<file path="src/rtl/cfg1_route_pkg.sv">
package cfg1_route_pkg;

  typedef enum logic [3:0] {
    RT_NONE  = 4'b0001,
    RT_FWD   = 4'b0010,
    RT_SPCL  = 4'b0100,
    RT_TYPE0 = 4'b1000
  } route_e;

  localparam logic [3:0] CMD_CFG_RD = 4'b1010;
  localparam logic [3:0] CMD_CFG_WR = 4'b1011;
  localparam logic [1:0] TYPE1_TAG  = 2'b01;

  // device/function/register field that asks for a special cycle, bits [15:2]
  localparam logic [13:0] SPCL_FIELD = {5'b11111, 3'b111, 6'b000000};

  function automatic logic f_claim_cmd(input logic [3:0] cmd, input logic [1:0] tag);
    return ((cmd == CMD_CFG_RD) || (cmd == CMD_CFG_WR)) && (tag == TYPE1_TAG);
  endfunction

  function automatic logic f_spcl_field(input logic [13:0] dfr);
    return dfr == SPCL_FIELD;
  endfunction

endpackage

</file>
<file path="src/rtl/cfg1_addr_decode.sv">
module cfg1_addr_decode
  import cfg1_route_pkg::*;
#(
  parameter int AW      = 32,
  parameter int BUS_W   = 8,
  parameter int BUS_LSB = 16
) (
  input  logic [AW-1:0]    ad,
  input  logic [3:0]       cbe,
  output logic             claimed,
  output logic             is_wr,
  output logic             spcl_pat,
  output logic [BUS_W-1:0] bus_num
);
  localparam int BUS_MSB = BUS_LSB + BUS_W - 1;

  logic unused_hi;

  assign claimed  = f_claim_cmd(cbe, ad[1:0]);
  assign is_wr    = (cbe == CMD_CFG_WR);
  assign spcl_pat = f_spcl_field(ad[15:2]);
  assign bus_num  = ad[BUS_MSB:BUS_LSB];

  generate
    if (BUS_MSB < AW - 1) begin : g_hi
      assign unused_hi = ^ad[AW-1:BUS_MSB+1];
    end else begin : g_nohi
      assign unused_hi = 1'b0;
    end
  endgenerate
endmodule

</file>
<file path="src/rtl/cfg1_bus_window.sv">
module cfg1_bus_window #(
  parameter int BUS_W = 8
) (
  input  logic [BUS_W-1:0] bus,
  input  logic [BUS_W-1:0] pri,
  input  logic [BUS_W-1:0] sec,
  input  logic [BUS_W-1:0] sub,
  output logic             eq_pri,
  output logic             eq_sec,
  output logic             in_child,
  output logic             in_span
);
  logic above_sec, not_below_sec, within_sub;

  assign eq_pri        = (bus == pri);
  assign eq_sec        = (bus == sec);
  assign above_sec     = (bus > sec);
  assign not_below_sec = above_sec || eq_sec;
  assign within_sub    = (bus <= sub);
  assign in_child      = above_sec && within_sub;
  assign in_span       = not_below_sec && within_sub;

  always_comb begin
    AST_CHILD_IN_SPAN: assert (!in_child || in_span);
  end
endmodule

</file>
<file path="src/rtl/cfg1_route_sel.sv">
module cfg1_route_sel
  import cfg1_route_pkg::*;
(
  input  logic   claimed,
  input  logic   is_wr,
  input  logic   spcl_pat,
  input  logic   upstream,
  input  logic   eq_pri,
  input  logic   eq_sec,
  input  logic   in_child,
  input  logic   in_span,
  output route_e route_d
);
  logic spcl_wr;
  assign spcl_wr = is_wr && spcl_pat;

  always_comb begin
    route_d = RT_NONE;
    if (claimed) begin
      if (upstream) begin
        if (spcl_wr && eq_pri)        route_d = RT_SPCL;
        else if (spcl_wr && !in_span) route_d = RT_FWD;
      end else begin
        if (eq_sec)                   route_d = spcl_wr ? RT_SPCL : RT_TYPE0;
        else if (in_child)            route_d = RT_FWD;
      end
    end
  end

  always_comb begin
    AST_NEXT_ONEHOT: assert ($onehot(route_d));
  end
endmodule

</file>
<file path="src/rtl/cfg1_router.sv">
module cfg1_router
  import cfg1_route_pkg::*;
#(
  parameter int AW      = 32,
  parameter int BUS_W   = 8,
  parameter int BUS_LSB = 16
) (
  input  logic             clk,
  input  logic             rst,
  input  logic             addr_phase,
  input  logic [AW-1:0]    ad,
  input  logic [3:0]       cbe,
  input  logic             upstream,
  input  logic             pcix_mode,
  input  logic [BUS_W-1:0] pri_bus,
  input  logic [BUS_W-1:0] sec_bus,
  input  logic [BUS_W-1:0] sub_bus,
  output logic [3:0]       route,
  output logic             cpl_split,
  output logic             cpl_delayed
);
  logic             claimed, is_wr, spcl_pat;
  logic [BUS_W-1:0] bus_num;
  logic             eq_pri, eq_sec, in_child, in_span;
  route_e           route_d, route_q;
  logic             pcix_q;
  logic             crossing;

  cfg1_addr_decode #(.AW(AW), .BUS_W(BUS_W), .BUS_LSB(BUS_LSB)) u_dec (
    .ad(ad), .cbe(cbe), .claimed(claimed), .is_wr(is_wr),
    .spcl_pat(spcl_pat), .bus_num(bus_num)
  );

  cfg1_bus_window #(.BUS_W(BUS_W)) u_win (
    .bus(bus_num), .pri(pri_bus), .sec(sec_bus), .sub(sub_bus),
    .eq_pri(eq_pri), .eq_sec(eq_sec), .in_child(in_child), .in_span(in_span)
  );

  cfg1_route_sel u_sel (
    .claimed(claimed), .is_wr(is_wr), .spcl_pat(spcl_pat), .upstream(upstream),
    .eq_pri(eq_pri), .eq_sec(eq_sec), .in_child(in_child), .in_span(in_span),
    .route_d(route_d)
  );

  always_ff @(posedge clk) begin
    if (rst) begin
      route_q <= RT_NONE;
      pcix_q  <= 1'b0;
    end else if (addr_phase) begin
      route_q <= route_d;
      pcix_q  <= pcix_mode;
    end
  end

  assign crossing    = (route_q == RT_FWD) || (route_q == RT_TYPE0);
  assign route       = route_q;
  assign cpl_split   = crossing && pcix_q;
  assign cpl_delayed = crossing && !pcix_q;

  AST_ROUTE_ONEHOT: assert property (@(posedge clk) disable iff (rst)
    $onehot(route));
  AST_HOLD_IDLE: assert property (@(posedge clk) disable iff (rst)
    !addr_phase |=> $stable(route));
  AST_RESET_CLEAR: assert property (@(posedge clk)
    rst |=> (route == RT_NONE) && !cpl_split && !cpl_delayed);
  AST_BAD_TAG: assert property (@(posedge clk) disable iff (rst)
    (addr_phase && ad[1:0] != TYPE1_TAG) |=> route == RT_NONE);
  AST_UP_READ: assert property (@(posedge clk) disable iff (rst)
    (addr_phase && upstream && cbe == CMD_CFG_RD) |=> route == RT_NONE);
  AST_CPL_EXCL: assert property (@(posedge clk) disable iff (rst)
    !(cpl_split && cpl_delayed));
  AST_CPL_ONLY_XFER: assert property (@(posedge clk) disable iff (rst)
    (cpl_split || cpl_delayed) |-> (route == RT_FWD || route == RT_TYPE0));
endmodule

</file>
<file path="config.mk">
export PLATFORM = sky130hd
export DESIGN_NAME = cfg1_router
export DESIGN_NICKNAME = d
export VERILOG_FILES = /design/src/rtl/cfg1_route_pkg.sv /design/src/rtl/cfg1_addr_decode.sv /design/src/rtl/cfg1_bus_window.sv /design/src/rtl/cfg1_route_sel.sv /design/src/rtl/cfg1_router.sv
export SDC_FILE = /design/constraint.sdc
export NUM_CORES = 1
export LEC_CHECK = 0
export BUFFER_PORTS_ARGS = -buffer_cell sky130_fd_sc_hd__buf_2
export CAP_MARGIN = 20
export CORE_ASPECT_RATIO = 0.7
export CORE_UTILIZATION = 39
export DETAILED_ROUTE_END_ITERATION = 16
export HOLD_SLACK_MARGIN = 0.15
export PLACE_DENSITY = 0.91
export SLEW_MARGIN = 10
export SYNTH_ARGS = -nofsm -noshare
export SYNTH_HDL_FRONTEND = slang
export SYNTH_SLANG_ARGS = --single-unit
export TNS_END_PERCENT = 1
</file>
<file path="constraint.sdc">
create_clock -name clk -period 2.03 [get_ports clk]
set_input_delay 0.1015 -clock clk [delete_from_list [all_inputs] [get_ports clk]]
set_output_delay 0.1015 -clock clk [all_outputs]
set_load 0.01 [all_outputs]
</file>
=== Yosys cells after proc, flatten, opt, wreduce, memory -nomap -nowiden ===
Cells that the tools add are included.
Widths: inputs -> output; s select.

* Output and inout port bits: 6
* Input port bits: 65
* Flip-flop bits (word level): 5
* Logic and storage cells: 32

* Muxes and demuxes: 7
* Eq/ne operators: 8
* Reduce and logical (&&, ||, !) cells: 13
* Order comparisons: 2

{| class="wikitable"
|+ Operators with widths
! operator !! count
|-
| $mux 4 || 5
|-
| $eq 8x8->1 || 2
|-
| $eq 14x14->1 const B || 1
|-
| $eq 4x4->1 const B || 3
|-
| $gt 8x8->1 || 1
|-
| $le 8x8->1 || 1
|-
| $logic_and 1x1->1 || 8
|-
| $eq 4x2->1 const B || 1
|-
| $mux 2 || 2
|-
| $logic_or 1x1->1 || 3
|-
| $eq 2x1->1 const B || 1
|-
| $logic_not 1->1 || 2
|}

=== Logic depth before layout (Yosys ltp) ===
* Word-level depth: 9
* Depth in mapped cells: 9
* Mapped depth without buffers: 9

=== By module ===
Synthesis repeated with hierarchy kept, for this count alone.

* Cell total of the unflattened synthesis: 113
* Area, all modules: 919.6 um^2

{| class="wikitable"
|+ Modules (own cells, without submodules)
! module !! cells each !! seq. area each (um^2) !! area an instance (um^2) !! instances
|-
| cfg1_bus_window || 67 || 0.0 || 508.0 || 1
|-
| cfg1_router || 19 || 100.1 || 207.7 || 1
|-
| cfg1_addr_decode || 16 || 0.0 || 123.9 || 1
|-
| cfg1_route_sel || 11 || 0.0 || 80.1 || 1
|}

=== Least setup slack after synthesis ===
Ideal clock, no wire load.

* Path kind: input port to flip-flop
* Start: input sec_bus[1]
* End: register route_q[0] (netlist: route[0])
* Buffers on the path: 0
* Library setup time: 122 ps
* Arrival: 1,495 ps
* Required time: 1,908 ps
* Slack: 413 ps
* Stages on the path: 9
* Cells stage by stage: inv_1 ha_1 nor2b_4 o211ai_2 a21oi_2 a2111oi_4 a2bb2oi_1 and3b_1 o32a_1

* Longest elaborated chain between the ends: 9
* Elaborated cells on any way between the ends: 13
* Classes of those cells: order compare: 1; eq/ne: 1; mux: 6; reduce/logical: 5

{| class="wikitable"
|+ RTL lines
! item !! line !! source
|-
| start, declared || cfg1_router.sv:16 || <nowiki>input logic [BUS_W-1:0] sec_bus,</nowiki>
|-
| $gt 8x8->1 / $eq 8x8->1 (equally long branches) || cfg1_bus_window.sv:17, cfg1_bus_window.sv:16 ||
|-
| $logic_or 1x1->1 || cfg1_bus_window.sv:18 || <nowiki>assign not_below_sec = above_sec || eq_sec;</nowiki>
|-
| $logic_and 1x1->1 || cfg1_bus_window.sv:21 || <nowiki>assign in_span = not_below_sec && within_sub;</nowiki>
|-
| $logic_not 1->1 || cfg1_route_sel.sv:22 || <nowiki>else if (spcl_wr && !in_span) route_d = RT_FWD;</nowiki>
|-
| $logic_and 1x1->1 || cfg1_route_sel.sv:22 ||
|-
| $mux 2 || cfg1_route_sel.sv:22 ||
|-
| $mux 4 || cfg1_route_sel.sv:21 || <nowiki>if (spcl_wr && eq_pri) route_d = RT_SPCL;</nowiki>
|-
| $mux 4 * || cfg1_route_sel.sv:20 || <nowiki>if (upstream) begin</nowiki>
|-
| $mux 4 * || cfg1_route_sel.sv:19 || <nowiki>if (claimed) begin</nowiki>
|-
| end signal, assigned || cfg1_router.sv:50 || <nowiki>route_q <= route_d;</nowiki>
|-
| end, declared || cfg1_router.sv:25 || <nowiki>route_e route_d, route_q;</nowiki>
|}

Every way passes the cells marked *; elsewhere a longest branch is shown, timed or not.
A chain may end at the register's enable or synchronous reset.

=== Worst setup path in the final report ===
* Start: input ad[17]
* End: register route_q[0] (netlist: route[0])

* Longest elaborated chain between the ends: 9
* Elaborated cells on any way between the ends: 16
* Classes of those cells: order compare: 2; eq/ne: 2; mux: 6; reduce/logical: 6

{| class="wikitable"
|+ RTL lines
! item !! line !! source
|-
| start, declared || cfg1_router.sv:11 || <nowiki>input logic [AW-1:0] ad,</nowiki>
|-
| $gt 8x8->1 / $eq 8x8->1 (equally long branches) || cfg1_bus_window.sv:17, cfg1_bus_window.sv:16 ||
|-
| $logic_or 1x1->1 || cfg1_bus_window.sv:18 ||
|-
| $logic_and 1x1->1 || cfg1_bus_window.sv:21 ||
|-
| $logic_not 1->1 || cfg1_route_sel.sv:22 ||
|-
| $logic_and 1x1->1 || cfg1_route_sel.sv:22 ||
|-
| $mux 2 || cfg1_route_sel.sv:22 ||
|-
| $mux 4 || cfg1_route_sel.sv:21 ||
|-
| $mux 4 * || cfg1_route_sel.sv:20 ||
|-
| $mux 4 * || cfg1_route_sel.sv:19 ||
|}

Marks and branches as above.

==> impl_metrics.py <==
metrics = {
    "sta": {
        "setup_ws_ns": 0.3722,
        "rsz0062_at_grt": "false",
        "fin_setup_tns_ns": 0,
        "holdWs_ns": 0.2088,
        "skew_ns": 0,
        "slew_viol_final": 0,
        "finalCritPeriodShare_pct": 81.67,
        "post-route-min-period_ns": 1.658,
        "max_freq_ghz": 0.6032,
        "slew_headroom_pct": 62.70,
        "hold_viol_final": 0,
        "setup_violations": 0,
        "tightest_slew_ns": 0.5552,
    },
    "synth": {
        "synth_enable_flop_cells": 0,
        "syn-num-nets": 191,
        "syn_inst": 110,
        "seq_area_frac_synth_pct": 11.53,
        "async_reset_ff_share_pct": 0,
        "postSynthAreaPerCell_sq_um": 7.894,
        "yosys_warnings": 0,
        "synth_area_sq_um": 868.3,
        "synth_cell_types": 35,
        "synth-seq-cells": 5,
        "synth_flop_cell": "dfxtp_1",
    },
    "clocking": {
        "cts.clk_slew.worst_paths_ns": 0.05,
        "cts_tree": "built",
        "cts_buffers": 3,
        "ctsHtreeMaxLevel": 1,
        "clk_latency_ns": 0.24,
        "cts_resized": 0,
        "cts.sinks": 5,
        "cts_hold_buf": 3,
        "post_cts_buffers": 0,
        "clockBufferDepth": 2,
        "clock_tree.root_cell": "clkbuf_4",
    },
    "run_status": {
        "status": "finished clean",
    },
    "drt": {
        "drt_wl_total_um": 2545,
        "drc": 0,
        "postRouteAntennaNets": 0,
        "num_vias": 1050,
        "firstDrtPassIters": 4,
        "routed_via_density": 5.024,
        "wl_per_cell_um": 12.18,
        "drt_iter0_markers": 20,
    },
    "placed_design": {
        "pre_cts_slack_ns": 0.1110,
        "place_inst": 202,
        "place_congestion": 0.7738,
        "dp_hpwl_um": 2235,
        "placed_area_sq_um": 1216,
        "io_buffer_count": 62,
    },
    "pwr": {
        "vdd_drop_max_mv": 0.1847,
        "powerDensity_nw_per_um2": 323.2,
        "leakagePower_uw": 0.0006630,
    },
    "final_layout": {
        "fin_area_sq_um": 1272,
        "finalNonFillerCells": 209,
        "area_growth_pct": 46.54,
        "layout_commonest_cell": "buf_2",
        "final_nets": 261,
        "final_layout_size_suffix_gt1_share_pct": 41.90,
        "layout_common_cells": "62 x buf_2, 19 x inv_1, 16 x ha_1",
        "diodes": 0,
    },
    "floorplanning": {
        "die_h_um": 41.48,
        "core_area_sq_um": 1968,
        "ios": 71,
        "fp-row-count": 13,
        "initial_core_util_pct": 44.12,
        "die_w_um": 58.40,
        "dieArea_sq_um": 2422,
    },
    "critical_path": {
        "cp-start-kind": "input pin",
        "max_stage_delay_ns": 0.37,
        "critical_path_class": "in -> reg",
        "critical_path_arrival_ns": 1.78,
        "r2r-end": "route[1]",
        "crit_start": "ad[17]",
        "path_cells": "buf_2, ha_1, nor2b_4, o211ai_2, a21oi_2, a2111oi_4, a2bb2oi_1, and3b_1, o32a_1",
        "r2r_slack_ns": 1.09,
        "cpMaxStageDelayCell": "a2111oi_4",
        "worst-path-max-fanout": 3,
        "r2r.worst_path.cells": 4,
        "end_kind": "flip-flop",
        "cp.required_ns": 2.16,
        "reg2reg_from": "route[1]",
    },
    "global_route": {
        "grt_pass1_wl_um": 4416,
        "grt_use_met2_pct": 42.76,
        "grtUsageMet1_pct": 26.65,
        "overflow": 0,
        "grt.busiest_layer": "met2",
        "use_met3_pct": 3.427,
        "grt_pass1_vias": 1072,
        "antenna_found_initial": 0,
        "grt.total_usage_pct": 22.90,
        "grt_max_degree": 8,
    },
    "run": {
        "drv_cap": 0,
    },
    "worst_hold_path": {
        "hp-class": "in -> reg",
        "whs_endpoint": "route[0]",
        "hold_start": "addr_phase",
        "hold_depth": 2,
    },
}
logic make-up (layout without fill, tap and decap cells):
family / count (synthesis) / after routing / share of synthesized area (%)
AND/OR/NAND/NOR: 38 / 38 / 26.66
AO/OA/AOI/OAI: 22 / 22 / 20.32
buffers and inverters: 19 / 88 / 8.213
adder cells (fa/ha/maj): 16 / 16 / 23.05
XOR/XNOR: 9 / 9 / 9.078
flip-flops: 5 / 5 / 11.53
multiplexers: 1 / 1 / 1.153
how the worst max path moves through the flow:
stage                    end  slack [ns]  depth (start not counted)
global placement    route[0]        0.22                          9
CTS                 route[0]        0.37                          9
detailed placement  route[0]        0.11                          9
global route        route[0]        0.26                          9
finish              route[0]        0.37                          9
floorplan           route[0]        0.41                          9
synth_stat cells (all sizes together) (3+ instances only):
cell type,n,area share (%)
dfxtp,5,12
nand4,8,6.5
inv,19,8.2
a21oi,8,5.0
nor2b,3,3.0
ha,16,23
nand2,4,1.7
xnor2,9,9.1
o21ai,3,1.7
nor2,12,5.5
layer usage:
| metal | up-vias | share of wire (%) |
|---|---|---|
| met2 | 55 | 49 |
| li1 | 532 | - |
| met5 | - | 0 |
| met1 | 455 | 42 |
| met4 | 0 | 2.6 |
| met3 | 8 | 6.9 |
registers in the layout, summed over array words and instances, names as in the netlist:
signal and count:
route 4, pcix_q 1
power breakdown:
part	switching, uW	leakage [uW]	internal (uW)
sequential	0.968	0.0000405	99.7
clock	45.6	0.0000150	74.6
combinational	89.7	0.000608	101
total	136	0.000663	275
cell type report:
class                   instances  area, sq um
inverters                      19        71.32
repair buffers                 65        340.3
well taps                      30        37.54
multi-input cells              86        696.9
flip-flops and latches          5        100.1
clock buffers                   4        26.28
fillers                       159        695.7
critical path, delay by kind of cell:
| family | cells | cell delay, ns |
|---|---|---|
| compound gates | 5 | 0.90 |
| simple gates | 2 | 0.32 |
| fa+ha+maj | 1 | 0.31 |
| buf+inv | 1 | 0.13 |
stage by stage:
step	util, %	total power (uW)
after detailed placement	61.79	287.3
after global placement	61.79	276.0
final	64.65	411.3
after CTS	64.65	409.3
after global routing	64.65	440.3
after floorplan	-	201.4
Power figures use the tool's default switching activity.
